File: config.mk
export PLATFORM = sky130hd
export DESIGN_NAME = lock_victim_sel
export DESIGN_NICKNAME = d
export VERILOG_FILES = /design/src/rtl/lvs_pkg.sv /design/src/rtl/lvs_steer_decode.sv /design/src/rtl/lvs_victim_pick.sv /design/src/rtl/lvs_lru_store.sv /design/src/rtl/lock_victim_sel.sv
export SDC_FILE = /design/constraint.sdc
export NUM_CORES = 1
export LEC_CHECK = 0
export ABC_CLOCK_PERIOD_IN_PS = 3900
export BUFFER_PORTS_ARGS = -buffer_cell sky130_fd_sc_hd__buf_4
export CORE_ASPECT_RATIO = 0.6
export CORE_MARGIN = 2
export CORE_UTILIZATION = 40
export CTS_CLUSTER_DIAMETER = 80
export CTS_CLUSTER_SIZE = 20
export DETAILED_ROUTE_END_ITERATION = 12
export PLACE_DENSITY = 0.6
export RECOVER_POWER = 25
export SETUP_SLACK_MARGIN = 0.02
export SYNTH_ARGS = -nofsm -noshare
export SYNTH_HDL_FRONTEND = slang
export SYNTH_SLANG_ARGS = --single-unit
export TNS_END_PERCENT = 100
File: constraint.sdc
create_clock -name clk -period 3.9 [get_ports clk]
set_input_delay 0 -clock clk [delete_from_list [all_inputs] [get_ports clk]]
set_output_delay 0 -clock clk [all_outputs]
set_load 0.1 [all_outputs]
File: src/rtl/lvs_pkg.sv
package lvs_pkg;
  localparam int NUM_WAYS = 4;
  localparam int PAIRS    = NUM_WAYS * (NUM_WAYS - 1) / 2;

  localparam int PIN_W2_POS  = 0;
  localparam int LOAD_W2_POS = 1;
  localparam int PIN_W3_POS  = 8;
  localparam int LOAD_W3_POS = 9;

  typedef logic [1:0]          way_t;
  typedef logic [PAIRS-1:0]    order_t;
  typedef logic [NUM_WAYS-1:0] wmask_t;

  // bit position of the pair (a,b), a < b; bit set = way a used after way b
  function automatic int pair_pos(input int a, input int b);
    int p;
    p = 0;
    for (int i = 0; i < a; i++) p = p + (NUM_WAYS - 1 - i);
    return p + (b - a - 1);
  endfunction

  // true when way k was used more recently than way w
  function automatic logic is_newer(input order_t o, input int k, input int w);
    if (k < w) return o[pair_pos(k, w)];
    else       return !o[pair_pos(w, k)];
  endfunction

  // mark way w as most recently used
  function automatic order_t touch(input order_t o, input way_t w);
    order_t r;
    r = o;
    for (int a = 0; a < NUM_WAYS; a++) begin
      for (int b = a + 1; b < NUM_WAYS; b++) begin
        if (a == int'(w)) r[pair_pos(a, b)] = 1'b1;
        if (b == int'(w)) r[pair_pos(a, b)] = 1'b0;
      end
    end
    return r;
  endfunction
endpackage

File: src/rtl/lvs_steer_decode.sv
module lvs_steer_decode
  import lvs_pkg::*;
(
  input  logic   pin_w2,
  input  logic   load_w2,
  input  logic   pin_w3,
  input  logic   load_w3,
  input  logic   lock_en,
  input  logic   pref_miss,
  output wmask_t allow,
  output logic   force_vld,
  output way_t   force_way,
  output logic   load_clash
);
  logic ld2_eff;
  logic ld3_eff;
  logic steer2;
  logic steer3;

  always_comb begin
    load_clash = load_w2 & load_w3;
    ld2_eff    = load_w2 & ~load_clash;
    ld3_eff    = load_w3 & ~load_clash;
    steer2     = lock_en & pref_miss & pin_w2 & ld2_eff;
    steer3     = lock_en & pref_miss & pin_w3 & ld3_eff;
  end

  always_comb begin
    if (lock_en) begin
      allow = {~pin_w3, ~pin_w2, 2'b11};
    end else begin
      allow = '1;
    end
    force_vld = steer2 | steer3;
    force_way = steer3 ? way_t'(3) : way_t'(2);
  end
endmodule

File: src/rtl/lvs_victim_pick.sv
module lvs_victim_pick
  import lvs_pkg::*;
(
  input  order_t order,
  input  wmask_t allow,
  output way_t   pick
);
  wmask_t oldest;

  for (genvar w = 0; w < NUM_WAYS; w++) begin : g_way
    logic is_old;
    always_comb begin
      is_old = allow[w];
      for (int k = 0; k < NUM_WAYS; k++) begin
        if (k != w && allow[k] && !is_newer(order, k, w)) is_old = 1'b0;
      end
    end
    assign oldest[w] = is_old;
  end

  always_comb begin
    pick = '0;
    for (int w = NUM_WAYS - 1; w >= 0; w--) begin
      if (oldest[w]) pick = way_t'(w);
    end
  end
endmodule

File: src/rtl/lvs_lru_store.sv
module lvs_lru_store
  import lvs_pkg::*;
#(
  parameter  int NUM_SETS = 16,
  localparam int SET_W    = $clog2(NUM_SETS)
) (
  input  logic             clk,
  input  logic             rst_n,
  input  logic [SET_W-1:0] rd_idx,
  output order_t           rd_order,
  input  logic             wr_en,
  input  logic [SET_W-1:0] wr_idx,
  input  way_t             wr_way
);
  order_t rows [NUM_SETS];

  for (genvar s = 0; s < NUM_SETS; s++) begin : g_set
    order_t row_q;
    order_t row_d;
    logic   row_en;

    always_comb begin
      row_en = wr_en && (wr_idx == SET_W'(s));
      row_d  = touch(row_q, wr_way);
    end

    always_ff @(posedge clk or negedge rst_n) begin
      if (!rst_n) begin
        row_q <= '0;
      end else if (row_en) begin
        row_q <= row_d;
      end
    end

    assign rows[s] = row_q;
  end

  assign rd_order = rows[rd_idx];
endmodule

File: src/rtl/lock_victim_sel.sv
module lock_victim_sel
  import lvs_pkg::*;
#(
  parameter  int NUM_SETS = 16,
  parameter  int CTRL_W   = 16,
  localparam int SET_W    = $clog2(NUM_SETS)
) (
  input  logic              clk,
  input  logic              rst_n,
  input  logic [CTRL_W-1:0] ctrl_word,
  input  logic              lock_en,
  input  logic              miss_vld,
  input  logic              pref_miss,
  input  logic [SET_W-1:0]  set_idx,
  input  logic              hit_vld,
  input  logic [1:0]        hit_way,
  output logic              victim_vld,
  output logic [1:0]        victim_way,
  output logic              cfg_err
);
  logic [1:0] rst_sync_q;
  logic       rst_core_n;
  logic       unused_ctrl;

  order_t set_order;
  wmask_t allow;
  logic   force_vld;
  way_t   force_way;
  logic   load_clash;
  way_t   lru_way;
  way_t   victim_c;
  logic   upd_en;
  way_t   upd_way;

  logic   victim_vld_q, victim_vld_d;
  way_t   victim_way_q, victim_way_d;
  logic   cfg_err_q, cfg_err_d;

  always_ff @(posedge clk or negedge rst_n) begin
    if (!rst_n) begin
      rst_sync_q <= 2'b00;
    end else begin
      rst_sync_q <= {rst_sync_q[0], 1'b1};
    end
  end
  assign rst_core_n  = rst_sync_q[1];
  assign unused_ctrl = ^ctrl_word;

  lvs_lru_store #(.NUM_SETS(NUM_SETS)) i_store (
    .clk      (clk),
    .rst_n    (rst_core_n),
    .rd_idx   (set_idx),
    .rd_order (set_order),
    .wr_en    (upd_en),
    .wr_idx   (set_idx),
    .wr_way   (upd_way)
  );

  lvs_steer_decode i_decode (
    .pin_w2     (ctrl_word[PIN_W2_POS]),
    .load_w2    (ctrl_word[LOAD_W2_POS]),
    .pin_w3     (ctrl_word[PIN_W3_POS]),
    .load_w3    (ctrl_word[LOAD_W3_POS]),
    .lock_en    (lock_en),
    .pref_miss  (pref_miss),
    .allow      (allow),
    .force_vld  (force_vld),
    .force_way  (force_way),
    .load_clash (load_clash)
  );

  lvs_victim_pick i_pick (
    .order (set_order),
    .allow (allow),
    .pick  (lru_way)
  );

  always_comb begin
    victim_c     = force_vld ? force_way : lru_way;
    upd_en       = miss_vld | hit_vld;
    upd_way      = miss_vld ? victim_c : way_t'(hit_way);
    victim_vld_d = miss_vld;
    victim_way_d = miss_vld ? victim_c : victim_way_q;
    cfg_err_d    = load_clash;
  end

  always_ff @(posedge clk or negedge rst_core_n) begin
    if (!rst_core_n) begin
      victim_vld_q <= 1'b0;
      victim_way_q <= '0;
      cfg_err_q    <= 1'b0;
    end else begin
      victim_vld_q <= victim_vld_d;
      victim_way_q <= victim_way_d;
      cfg_err_q    <= cfg_err_d;
    end
  end

  assign victim_vld = victim_vld_q;
  assign victim_way = victim_way_q;
  assign cfg_err    = cfg_err_q;
endmodule

## After elaboration in Yosys (flattened, before gate mapping)

Index checks and enable logic that the tools add are counted.

- Bits in registers: 102
- Bits in latches: 0
- RAM bits: 0
- Bits in read-only memories: 0
- Bits of input ports: 28
- Output and inout port bits: 4
- Word-level logic and storage cells: 303
- Memories: 0

- Add/subtract/negate cells: 0
- $mul: 0
- Divide/modulo/power cells: 0
- Magnitude comparators: 1
- Equal/unequal tests: 18
- Shifts and indexed selects: 0
- Muxes and demuxes: 32
- Bitwise operators: 14
- Reductions and logical operators: 138

Operators with widths:

| kind | count |
|---|---|
| $reduce_and A2 Y1 | 96 |
| $eq A4 B4 Y1 const B | 8 |
| $logic_and A1 B1 Y1 | 28 |
| $bmux W6 S4 | 1 |
| $mux W1 | 22 |
| $eq A4 B3 Y1 const B | 4 |
| $mux W2 | 6 |
| $mux W6 | 2 |
| $reduce_bool A2 Y1 | 6 |
| $and A1 B1 Y1 | 8 |
| $eq A4 B2 Y1 const B | 2 |
| $logic_not A1 Y1 | 6 |
| $ge A5 B5 Y1 const B | 1 |
| $not A4 Y5 | 1 |
| $eq A2 B2 Y1 const A | 2 |
| $eq A4 B1 Y1 const B | 1 |
| $logic_not A4 Y1 | 1 |
| $mux W4 | 1 |
| $not A1 Y1 | 3 |
| $eq A1 B2 Y1 const A | 1 |
| $logic_not A2 Y1 | 1 |
| $or A1 B1 Y1 | 2 |

## Depth between registers and ports, before layout

Gate-level depths: netlist (run 1).

- Depth after elaboration: 18
- Depth in mapped cells: 17
- Gate-level depth less buffers: 11

## Hierarchy

Synthesis (run 1) repeated with hierarchy kept, for this count alone.

- Cells, all modules: 482
- Area, all modules: 5,226.3 um2

By module, submodules not included:

| module | instances | cells an instance | area an instance (um2) | sequential area each (um2) |
|---|---|---|---|---|
| lvs_lru_store | 1 | 436 | 4,849.7 | 2,402.3 |
| lock_victim_sel | 1 | 19 | 220.2 | 150.1 |
| lvs_steer_decode | 1 | 13 | 80.1 | 0.0 |
| lvs_victim_pick | 1 | 14 | 76.3 | 0.0 |

## Least setup slack after synthesis (run 1)

Ideal clock, no wire load.

- Path type: reg-to-reg
- From: register i_store.g_set[3].row_q[0]
- To: register i_store.g_set[6].row_q[3]
- Setup time: 0.082 ns
- Data arrival time: 2.744 ns
- Data required time: 3.818 ns
- Setup slack: 1.074 ns
- Stages on the path, launching flop included: 15
- Period minus slack after synthesis: 2.826 ns
- Cell sequence: dfrtp_1 -> mux4_2 -> nor3b_1 -> a31oi_1 -> o21ai_1 -> a32oi_2 -> o21ai_4 -> buf_4 -> inv_1 -> ha_1 -> clkbuf_1 -> inv_1 -> clkbuf_1 -> a21oi_1 -> a31oi_1

- Word-level cells in the longest chain between the ends: 15
- Elaborated cells on any way between the ends: 21

Ends and longest elaborated chain:

| item | RTL line | RTL |
|---|---|---|
| start: declaration | lvs_lru_store.sv:18 | `order_t row_q;` |
| start signal: assignment | lvs_lru_store.sv:31 | `row_q <= row_d;` |
| $bmux W6 S4 (*) | lvs_lru_store.sv:38 | `assign rd_order = rows[rd_idx];` |
| $mux W6 (implied by the code) (*) (2 in series) | lvs_lru_store.sv:38 |  |
| $logic_not A1 Y1 | -- |  |
| $logic_and A1 B1 Y1 | lvs_victim_pick.sv:15 | `if (k != w && allow[k] && !is_newer(order, k, w)) is_old = 1'b0;` |
| $mux W1 (3 in series) | lvs_victim_pick.sv:15 |  |
| $mux W2 | lvs_victim_pick.sv:24 | `if (oldest[w]) pick = way_t'(w);` |
| $mux W2 (*) | lvs_victim_pick.sv:24 |  |
| $mux W2 (*) | lock_victim_sel.sv:79 | `victim_c = force_vld ? force_way : lru_way;` |
| $mux W2 (*) | lock_victim_sel.sv:81 | `upd_way = miss_vld ? victim_c : way_t'(hit_way);` |
| $eq A2 B2 Y1 (on tied branches) | lvs_pkg.sv:34, lvs_pkg.sv:35 |  |
| $reduce_bool A2 Y1 (no line) | -- |  |
| $reduce_and A2 Y1 (no line) | -- |  |
| end signal: assignment | lvs_lru_store.sv:31 |  |
| end: declaration | lvs_lru_store.sv:18 |  |

Every way passes the cells marked *; elsewhere a longest branch is shown, timed or not. The select of a mux whose other input is x is not followed.
A chain may end at the register's enable or synchronous reset.

## Worst setup path in the final report (run 1)

- From: register i_store.g_set[3].row_q[5]
- To: register i_store.g_set[8].row_q[0]

- Word-level cells in the longest chain between the ends: 15
- Elaborated cells on any way between the ends: 19

Ends and longest elaborated chain:

| item | RTL line |
|---|---|
| $bmux W6 S4 (*) | lvs_lru_store.sv:38 |
| $mux W6 (implied by the code) (*) (2 in series) | lvs_lru_store.sv:38 |
| $logic_not A1 Y1 | -- |
| $logic_and A1 B1 Y1 | lvs_victim_pick.sv:15 |
| $mux W1 | lvs_victim_pick.sv:15 |
| $mux W2 | lvs_victim_pick.sv:24 |
| $mux W2 (*) (3 in series) | lvs_victim_pick.sv:24 |
| $mux W2 (*) | lock_victim_sel.sv:79 |
| $mux W2 (*) | lock_victim_sel.sv:81 |
| $eq A2 B2 Y1 or $logic_not A2 Y1 (tied branches) | lvs_pkg.sv:35, lvs_pkg.sv:34 |
| $reduce_bool A2 Y1 (no line) | -- |
| $reduce_and A2 Y1 (no line) | -- |
| end signal: assignment | lvs_lru_store.sv:31 |
| end: declaration | lvs_lru_store.sv:18 |

Marks and branches as above.

==> flow_summary.ini, run 1 <==
[cts]
cts_root_buf = clkbuf_16
cts_resized = 0
cts.clk_slew.worst_paths_ns = 0.07
numCtsBuffers = 9
htree_levels = 3
cts.sinks = 102
clock_path_buffers = 2
cts_tree = yes
clk_latency_ns = 0.35

[setup_path]
path_cells = mux2i_1, a22oi_1, a21oi_1, o32ai_2, a32oi_2, o21ai_4, buf_4, ha_1, a21oi_1
startpoint_type = register
critPathBufInv = 1
cp.required_ns = 4.10
critical_path.max_stage_delay_ns = 0.64
path_class = register to register
cp_slowest_cell = ha_1
cp_max_fo = 26
endpoint_kind = register
path_common_cell = a21oi_1
critPathTopFamily = compound AO/OA/AOI/OAI gates
critical_path_arrival_ns = 3.27

[pwr]
p_sw_share_pct = 35.9
pwr-share-seq_pct = 45.3
power_switching_w = 0.00143
internal_power_w = 0.00255
leakage_nw = 2.28
vdd_drop_max_mv = 0.281
pwr-share-comb_pct = 32.4
powerDensity_mw_per_mm2 = 721
power_frac_clock_pct = 22.3

[placement]
io_buffer_count = 19
place_hpwl_um = 8500
place.gp.congestion = 0.894

[drt]
routed_wl_um = 12800
viasPerCell = 5.91
via_count = 3854
firstDrtPassIters = 5
ant_nets = 0
drcViolationCount = 0
routedWlPerCell_um = 19.6
drtIter0Drc = 360

[layout]
final_nets = 514
area.growth.synth_to_final_pct = 9.35
antenna_cells = 0
final_cell_mix = a21oi_1, dfrtp_1, a31oi_1, mux2i_1, buf_4
layout_commonest_cell = a21oi_1
drive_gt1_share_pct = 13.1

[die]
placementRows = 31
die_x_um = 149
die_h_um = 91.0
core_mm2 = 0.0122
start_util_pct = 41.4
io_pins = 32
dieArea_mm2 = 0.0135

[job]
maxCapViolations = 1

[synth]
synth_edf_count = 0
yosys_warnings = 0
netlist_instances = 487
yosysTopAreaCell = dfrtp_1
synth_top_area_share_pct = 50.6
synthFlopType = dfrtp_1
synth_area_leaders = dfrtp_1, a21oi_1, mux2i_1, a31oi_1, mux4_2
avgSynthCellArea_um2 = 10.4
ys_seq_elements = 102
yosysSeqAreaShare_pct = 50.6
async_reset_ff_share_pct = 100
synth_cell_types = 43
syn_nets = 519
netlist_area_mm2 = 0.00504

[global_route]
grt_pass1_vias = 3711
antenna_found_initial = 0
grt.overflow.total = 0
grt_usage_pct = 19.9
grt_pass1_wl_um = 20500
grt_max_degree = 73

[timing]
fin_crit_ns = 3.07
finalSetupViolCount = 0
report.final.hold_viol_count = 0
fin_tns_setup_ns = 0
hold_slack_ns = 0.0663
slew_viol_final = 73
worst_pin_slew_ns = 2.79
period_share_pct = 78.7
slew_headroom_pct = -86.3
rsz0062_at_grt = false
max_freq_ghz = 0.326
finClkSkew_ns = 0.00802

[run_status]
violations = max-capacitance violations, max-slew violations
status = finished, violations left

[min_path]
worstHoldPathType = input port to register
-- repair_timing --
action,in CTS,in global routing
setup buffers,0,0
endpoints found under the hold margin,6,0
hold buffers,5,0
-- kinds of logic after synthesis --
group,count (synthesis),share of synthesized area [%]
compound gates,224,26.2
fa+ha+maj,4,0.993
buf+inv,58,6.18
flops,102,50.6
mux,42,10.7
other cells,1,0.0744
simple gates,56,5.19
-- worst paths after layout --
kind	slack, ns	depth (start not counted)	end	from
hold / removal	0.07	4	victim_way[0]	ctrl_word[9]
min in group asynchronous	0.52	3	rst_sync_q[1]	rst_n
setup / recovery	0.83	9	i_store.g_set[8].row_q[0]	i_store.g_set[3].row_q[5]
max in group asynchronous	1.10	0	i_store.g_set[13].row_q[1]	rst_sync_q[1]
setup reg to reg	0.83	9	i_store.g_set[8].row_q[0]	i_store.g_set[3].row_q[5]
hold reg to reg	0.35	0	rst_sync_q[1]	rst_sync_q[0]
-- worst reg2reg max path, delay by kind of cell (launching register included) --
family | cells | cell delay, ns
AOI/OAI and AO/OA | 6 | 1.40
adders and majority gates | 1 | 0.65
buffers and inverters | 1 | 0.41
DFF | 1 | 0.36
muxes | 1 | 0.08
-- layout make-up --
class,count,area [um2]
multi-input cells,327,2190
well taps,165,206
inverters,6,22.5
fillers,1169,6670
repair buffers,36,260
clock inverters,4,47.5
flip-flops and latches,102,2550
clock buffers,12,236
-- power by group through the flow --
stage	sequential, W	combinational, W	clock (W)
3_3_place_gp	0.00179	0.00123	0
2_1_floorplan	0.00179	0.000967	0
5_1_grt	0.00186	0.00144	0.000953
3_5_place_dp	0.00181	0.00129	0
6_report	0.00180	0.00129	0.000885
4_1_cts	0.00180	0.00129	0.000905
-- synthesized netlist by cell type, types with 3 or more instances --
master,number
inv_1,6
a31oi_1,49
buf_2,11
mux2i_1,33
nor3_1,4
dfrtp_1,102
o21ai_0,4
buf_6,3
o21a_1,3
nor2_1,17
mux4_2,7
a22oi_1,11
a21oi_2,10
nand2_1,15
ha_1,4
a21oi_1,135
and2_1,3
nand3_1,4
nand4_1,3
buf_12,3
clkbuf_1,31
-- metrics by stage --
stage / setup WS, ns / power, W / instance area (um2) / instances / util (%)
final: 0.831 / 0.00398 / 5510 / 652 / 45.3
after global routing: 0.492 / 0.00425 / 5510 / 652 / 45.3
after CTS: 0.856 / 0.00400 / 5540 / 652 / 45.5
after detailed placement: 0.494 / 0.00310 / 5210 / 631 / 42.7
after global placement: 0.577 / 0.00302 / 5210 / 631 / 42.7
after floorplan: 0.848 / 0.00276 / 5040 / 487 / -
-- state kept, by name, summed over array words and instances, names as in the netlist --
register,cells
i_store.g_set.row_q,96
rst_sync_q,2
victim_way,2
cfg_err,1
victim_vld,1
-- layer usage --
metal / vias up / share of wire (%) / global-route usage (%) / wire [um]
li1: 1802 / - / - / -
met1: 1913 / 49 / 30.4 / 6300
met2: 122 / 41 / 27.4 / 5270
met3: 17 / 8.1 / 5.43 / 1040
met4: 0 / 1.3 / 5.87 / 170
met5: - / 0 / 0 / 0
Note: power is estimated with default switching activity, not from simulation.
==> run 2: changes to the inputs <==
--- a/config.mk
+++ b/config.mk
@@ -5,7 +5,7 @@
 export SDC_FILE = /design/constraint.sdc
 export NUM_CORES = 1
 export LEC_CHECK = 0
-export ABC_CLOCK_PERIOD_IN_PS = 3900
+export ABC_CLOCK_PERIOD_IN_PS = 2790
 export BUFFER_PORTS_ARGS = -buffer_cell sky130_fd_sc_hd__buf_4
 export CORE_ASPECT_RATIO = 0.6
 export CORE_MARGIN = 2
@@ -13,7 +13,7 @@
 export CTS_CLUSTER_DIAMETER = 80
 export CTS_CLUSTER_SIZE = 20
 export DETAILED_ROUTE_END_ITERATION = 12
-export PLACE_DENSITY = 0.6
+export PLACE_DENSITY = 0.63
 export RECOVER_POWER = 25
 export SETUP_SLACK_MARGIN = 0.02
 export SYNTH_ARGS = -nofsm -noshare
==> constraint.sdc (replaced) <==
create_clock -name clk -period 2.79 [get_ports clk]
set_input_delay 0 -clock clk [delete_from_list [all_inputs] [get_ports clk]]
set_output_delay 0 -clock clk [all_outputs]
set_load 0.1 [all_outputs]
==> run 2 against run 1 <==
The run still ends with max-capacitance violations, max-slew violations left. Wire length increased by 4.8%. Die area unchanged. Global-route usage rose by 0.33 points. Clock skew shrank 0.00095 ns. Largest power group unchanged.
==> flow_summary.ini, run 2 (same netlist as run 1, synthesis figures left out) <==
[timing]
finClkSkew_ns = 0.00707
fin_crit_ns = 2.72
rsz0062_at_grt = false
fin_ws_ns = 0.0663
slew_viol_final = 48
worst_pin_slew_ns = 1.83
slew_headroom_pct = -22.2
max_freq_ghz = 0.367
hold_slack_ns = 0.0475
finalSetupViolCount = 0
period_share_pct = 97.6
report.final.hold_viol_count = 0

[drt]
via_count = 4026
routedWlPerCell_um = 19.8
routed_wl_um = 13400
firstDrtPassIters = 5
viasPerCell = 5.95
ant_nets = 0
drcViolationCount = 0
drtIter0Drc = 283

[die]
start_util_pct = 41.4
die_h_um = 91.0
placementRows = 31
die_x_um = 149
dieArea_mm2 = 0.0135
io_pins = 32
core_mm2 = 0.0122

[cts]
cts.clk_slew.worst_paths_ns = 0.07
clk_latency_ns = 0.35
cts_tree = yes
cts_root_buf = clkbuf_16
clock_path_buffers = 2
numCtsBuffers = 9
cts.sinks = 102
htree_levels = 3

[global_route]
grt_max_degree = 48
grt_usage_pct = 20.3
antenna_found_initial = 0
grt_pass1_wl_um = 21300
grt_pass1_vias = 3871
grt.overflow.total = 0

[setup_path]
cp.required_ns = 3.07
startpoint_type = register
cp_max_fo = 8
path_common_cell = a21oi_1
endpoint_kind = register
cp_slowest_cell = mux4_2
critical_path_arrival_ns = 3.00
critical_path.max_stage_delay_ns = 0.47
path_cells = mux4_2, nor3b_2, a31oi_1, o21ai_2, a32oi_2, o21ai_4, inv_2, buf_6, ha_4, clkbuf_16, a21oi_1, a21oi_1
path_class = register to register

[layout]
fin_util_pct = 49.5
final_cell_mix = a21oi_1, dfrtp_1, a31oi_1, buf_4, mux2i_1
layoutNonFillerInstCount = 677
top_register = i_store.g_set.row_q
layout_commonest_cell = a21oi_1
drive_gt1_share_pct = 22.1
antenna_cells = 0
final_nets = 539
area.growth.synth_to_final_pct = 19.5
fillers = 1118
largest_reg_flops = 96

[placement]
place.gp.congestion = 0.838
place_inst = 650
io_buffer_count = 19
post-place-ws_ns = -0.0450
place_hpwl_um = 8690

[run_status]
status = finished, violations left
violations = max-capacitance violations, max-slew violations

[pwr]
powerDensity_mw_per_mm2 = 1020
total_power_w = 0.00612
leakage_nw = 2.50
vdd_drop_max_mv = 0.370

[min_path]
worstHoldPathType = input port to register

[job]
maxCapViolations = 1
[run 2: changes by cell type in the layout (fill, tap and decap cells not counted), sizes merged]
cell	delta
buf	+26
bufinv	+1
clkbuf	-4
clkinv	-2
clkinvlp	+1
inv	+3
[run 2: through the flow]
step / setup TNS [ns] / cell area, um2
after global placement: 0 / 5440
final: 0 / 6020
after detailed placement: -0.328 / 5440
after floorplan: 0 / 5050
after CTS: 0 / 5920
after global routing: 0 / 6020
[run 2: layer usage]
layer,GRT usage (%),up-vias,part of all wire (%)
met4,4.37,0,1.1
met2,28.1,145,42
met3,4.27,16,7.2
met1,32.2,2008,49
met5,0,-,0
li1,-,1857,-
[run 2: power breakdown]
group	switching [W]	internal [W]
Combinational	0.00121	0.00101
Clock	0.000581	0.000799
Sequential	0.000377	0.00213
Total	0.00217	0.00394
[run 2: critical path, delay by kind of cell (launching register included)]
kind | cells | cell delay [ns]
muxes | 1 | 0.47
adders and majority gates | 1 | 0.21
and+or+nand+nor | 1 | 0.17
AOI/OAI and AO/OA | 6 | 1.02
DFF | 1 | 0.38
buffers and inverters | 3 | 0.40
[run 2: final timing paths]
| kind | slack [ns] | to | from | cells after the start |
|---|---|---|---|---|
| setup / recovery | 0.07 | i_store.g_set[6].row_q[0] | i_store.g_set[3].row_q[0] | 12 |
| hold / removal | 0.05 | victim_way[0] | ctrl_word[9] | 4 |
| setup reg to reg | 0.07 | i_store.g_set[6].row_q[0] | i_store.g_set[3].row_q[0] | 12 |
| hold reg to reg | 0.36 | rst_sync_q[1] | rst_sync_q[0] | 0 |
| max in group asynchronous | 0.77 | i_store.g_set[9].row_q[5] | rst_sync_q[1] | 1 |
| min in group asynchronous | 0.52 | rst_sync_q[0] | rst_n | 3 |
[run 2: what timing repair did]
action	in CTS	in global routing
endpoints found under the setup margin	20	79
buffers inserted	1	1
cloned	2	2
pin swaps	1	4
gates resized for setup	7	22
endpoints found under the hold margin	6	0
hold buffers	5	0
[run 2: cell type report]
type | count | area [um2] | share of cell area (%)
clock inverters | 7 | 104 | 1.72
inverters | 6 | 27.5 | 0.457
repair buffers | 61 | 646 | 10.7
clock buffers | 9 | 225 | 3.74
well taps | 165 | 206 | 3.43
multi-input cells | 327 | 2260 | 37.6
flip-flops and latches | 102 | 2550 | 42.4
==> run 3: changes to the inputs <==
--- a/config.mk
+++ b/config.mk
@@ -6,14 +6,15 @@
 export NUM_CORES = 1
 export LEC_CHECK = 0
 export ABC_CLOCK_PERIOD_IN_PS = 2790
-export BUFFER_PORTS_ARGS = -buffer_cell sky130_fd_sc_hd__buf_4
 export CORE_ASPECT_RATIO = 0.6
 export CORE_MARGIN = 2
 export CORE_UTILIZATION = 40
 export CTS_CLUSTER_DIAMETER = 80
 export CTS_CLUSTER_SIZE = 20
 export DETAILED_ROUTE_END_ITERATION = 12
-export PLACE_DENSITY = 0.63
+export DONT_BUFFER_PORTS = 1
+export GPL_TIMING_DRIVEN = 0
+export PLACE_DENSITY = 0.6
 export RECOVER_POWER = 25
 export SETUP_SLACK_MARGIN = 0.02
 export SYNTH_ARGS = -nofsm -noshare
==> run 3 against run 2 <==
The flow now finishes without violations. Setup slack improved by 0.0031 ns. Clock skew grew 0.0021 ns. Die area unchanged. Maximum frequency rose by 0.11%. Via count rose by 7.2%. Clock power decreased by 10%. Combinational power down 7%. First-iteration DRC count grew 91%. Largest power group unchanged.
==> flow_summary.ini, run 3 (same netlist as run 1, synthesis figures left out) <==
[run_status]
status = finished clean

[min_path]
min-delay-start = pref_miss
hold_depth = 4
worstHoldPathType = input port to register
hold_end = victim_way[0]

[timing]
worst_pin_slew_ns = 1.20
slew_headroom_pct = 19.7
report.final.hold_viol_count = 0
finalSetupViolCount = 0
finClkSkew_ns = 0.00918
max_freq_ghz = 0.368
fin_crit_ns = 2.72
slew_viol_final = 0
rsz0062_at_grt = true
hold_slack_ns = 0.0154
fin_tns_setup_ns = 0
period_share_pct = 97.5

[global_route]
grtUsageMet2_pct = 32.9
grt.overflow.total = 0
grt_usage_pct = 24.2
gr-max-usage-layer = met1
grt_use_met1_pct = 36.8
met3_usage_pct = 7.99
grt_max_degree = 72
grt_pass1_vias = 4141
grt_pass1_wl_um = 24600
antenna_found_initial = 0

[setup_path]
cp_slowest_cell = mux4_2
critical_path.max_stage_delay_ns = 0.50
startpoint_type = register
crit-reg2reg-launch = i_store.g_set[14].row_q[1]
r2r_slack_ns = 0.07
path_common_cell = mux4_2
cp_max_fo = 10
critPathTopFamily = multiplexers
path_class = register to register
critical_path_arrival_ns = 2.98
cp.required_ns = 3.05
rr_worst_depth = 10
rr_endpoint = i_store.g_set[3].row_q[2]
path_cells = mux4_2, mux4_2, inv_2, a211o_1, nand3_2, o21a_4, ha_4, buf_4, a21oi_1, a31oi_1
critPathBufInv = 2
endpoint_kind = register

[die]
die_h_um = 91.0
start_util_pct = 41.4
io_pins = 32
dieArea_mm2 = 0.0135
placementRows = 31
die_x_um = 149
core_mm2 = 0.0122

[drt]
drcViolationCount = 0
routed_wl_um = 16000
firstDrtPassIters = 6
viasPerCell = 6.33
routedWlPerCell_um = 23.5
ant_nets = 0
via_count = 4314
drtIter0Drc = 541

[cts]
clk_latency_ns = 0.35
cts.sinks = 102
cts_root_buf = clkbuf_16
cts_tree = yes
numCtsBuffers = 9
cts.clk_slew.worst_paths_ns = 0.07
clock_path_buffers = 2
htree_levels = 3

[pwr]
vdd_drop_max_mv = 0.469
powerDensity_mw_per_mm2 = 1010
leakage_nw = 2.44

[layout]
antenna_cells = 0
top_register = i_store.g_set.row_q
area.growth.synth_to_final_pct = 16.6
final_nets = 543
final_cell_mix = a21oi_1, dfrtp_1, a31oi_1, mux2i_1, nor2_1
layout_commonest_cell = a21oi_1
layoutNonFillerInstCount = 681
drive_gt1_share_pct = 20.5
fin_area_mm2 = 0.00588
fin_util_pct = 48.3
largest_reg_flops = 96

[placement]
placed_cell_area_mm2 = 0.00528
place_hpwl_um = 10600
io_buffer_count = 0
place.gp.congestion = 0.919
place_inst = 653

[job]
maxCapViolations = 0
## run 3: changes by cell type in the layout (fill, tap and decap cells not counted), moves of 4 or more
cell / previous run / this run
clkbuf_2: 0 / 5
clkbuf_8: 0 / 4
buf_12: 8 / 3
clkbuf_1: 3 / 10
buf_4: 37 / 13
buf_2: 0 / 12
## run 3: timing repair
item	in CTS	in global routing
hold endpoints to repair	6	0
pin swaps	2	4
hold buffers	7	0
cloned	0	1
gates resized for setup	43	39
buffers inserted	1	6
endpoints found under the setup margin	95	95
## run 3: layout make-up
cell class	count	area (um2)
buffer	49	385
clock buffer	10	239
clock inverter	6	53.8
fill	1139	6300
inverter	6	25.0
multi-input combinational	328	2280
sequential	102	2550
tap	165	206
timing repair buffer	15	130
## run 3: worst reg2reg max path, cell delays in order (launching register included)
cell	delay, ns
dfrtp_1	0.39
mux4_2	0.48
mux4_2	0.50
inv_2	0.08
a211o_1	0.14
nand3_2	0.11
o21a_4	0.16
ha_4	0.32
buf_4	0.20
a21oi_1	0.08
a31oi_1	0.19
## run 3: worst max path at each step
stage | startpoint | endpoint | cells past startpoint
after global placement | set_idx[0] | i_store.g_set[0].row_q[3] | 14
after global routing | i_store.g_set[3].row_q[0] | i_store.g_set[9].row_q[3] | 12
after floorplan | i_store.g_set[3].row_q[0] | i_store.g_set[0].row_q[3] | 13
after CTS | i_store.g_set[11].row_q[1] | i_store.g_set[2].row_q[3] | 11
after detailed placement | set_idx[0] | i_store.g_set[0].row_q[3] | 14
final | i_store.g_set[14].row_q[1] | i_store.g_set[3].row_q[2] | 10
## run 3: where the power goes
part	total [W]	switching (W)	internal, W
combinational	0.00207	0.00114	0.000927
sequential	0.00261	0.000479	0.00213
clock	0.00124	0.000597	0.000644
total	0.00592	0.00222	0.00370
## run 3: routing by layer
| layer | wire length [um] | vias to the layer above |
|---|---|---|
| met5 | 0 | - |
| met4 | 278 | 0 |
| met3 | 1960 | 37 |
| met2 | 6570 | 280 |
| met1 | 7210 | 2139 |
| li1 | - | 1858 |
## run 3: through the flow
step                      total power [W]  setup slack [ns]
after floorplan                   0.00386            0.0283
after global placement            0.00429            -0.673
after detailed placement          0.00437            -0.731
after CTS                         0.00572            0.0208
after global routing              0.00627           -0.0180
final                             0.00592            0.0694
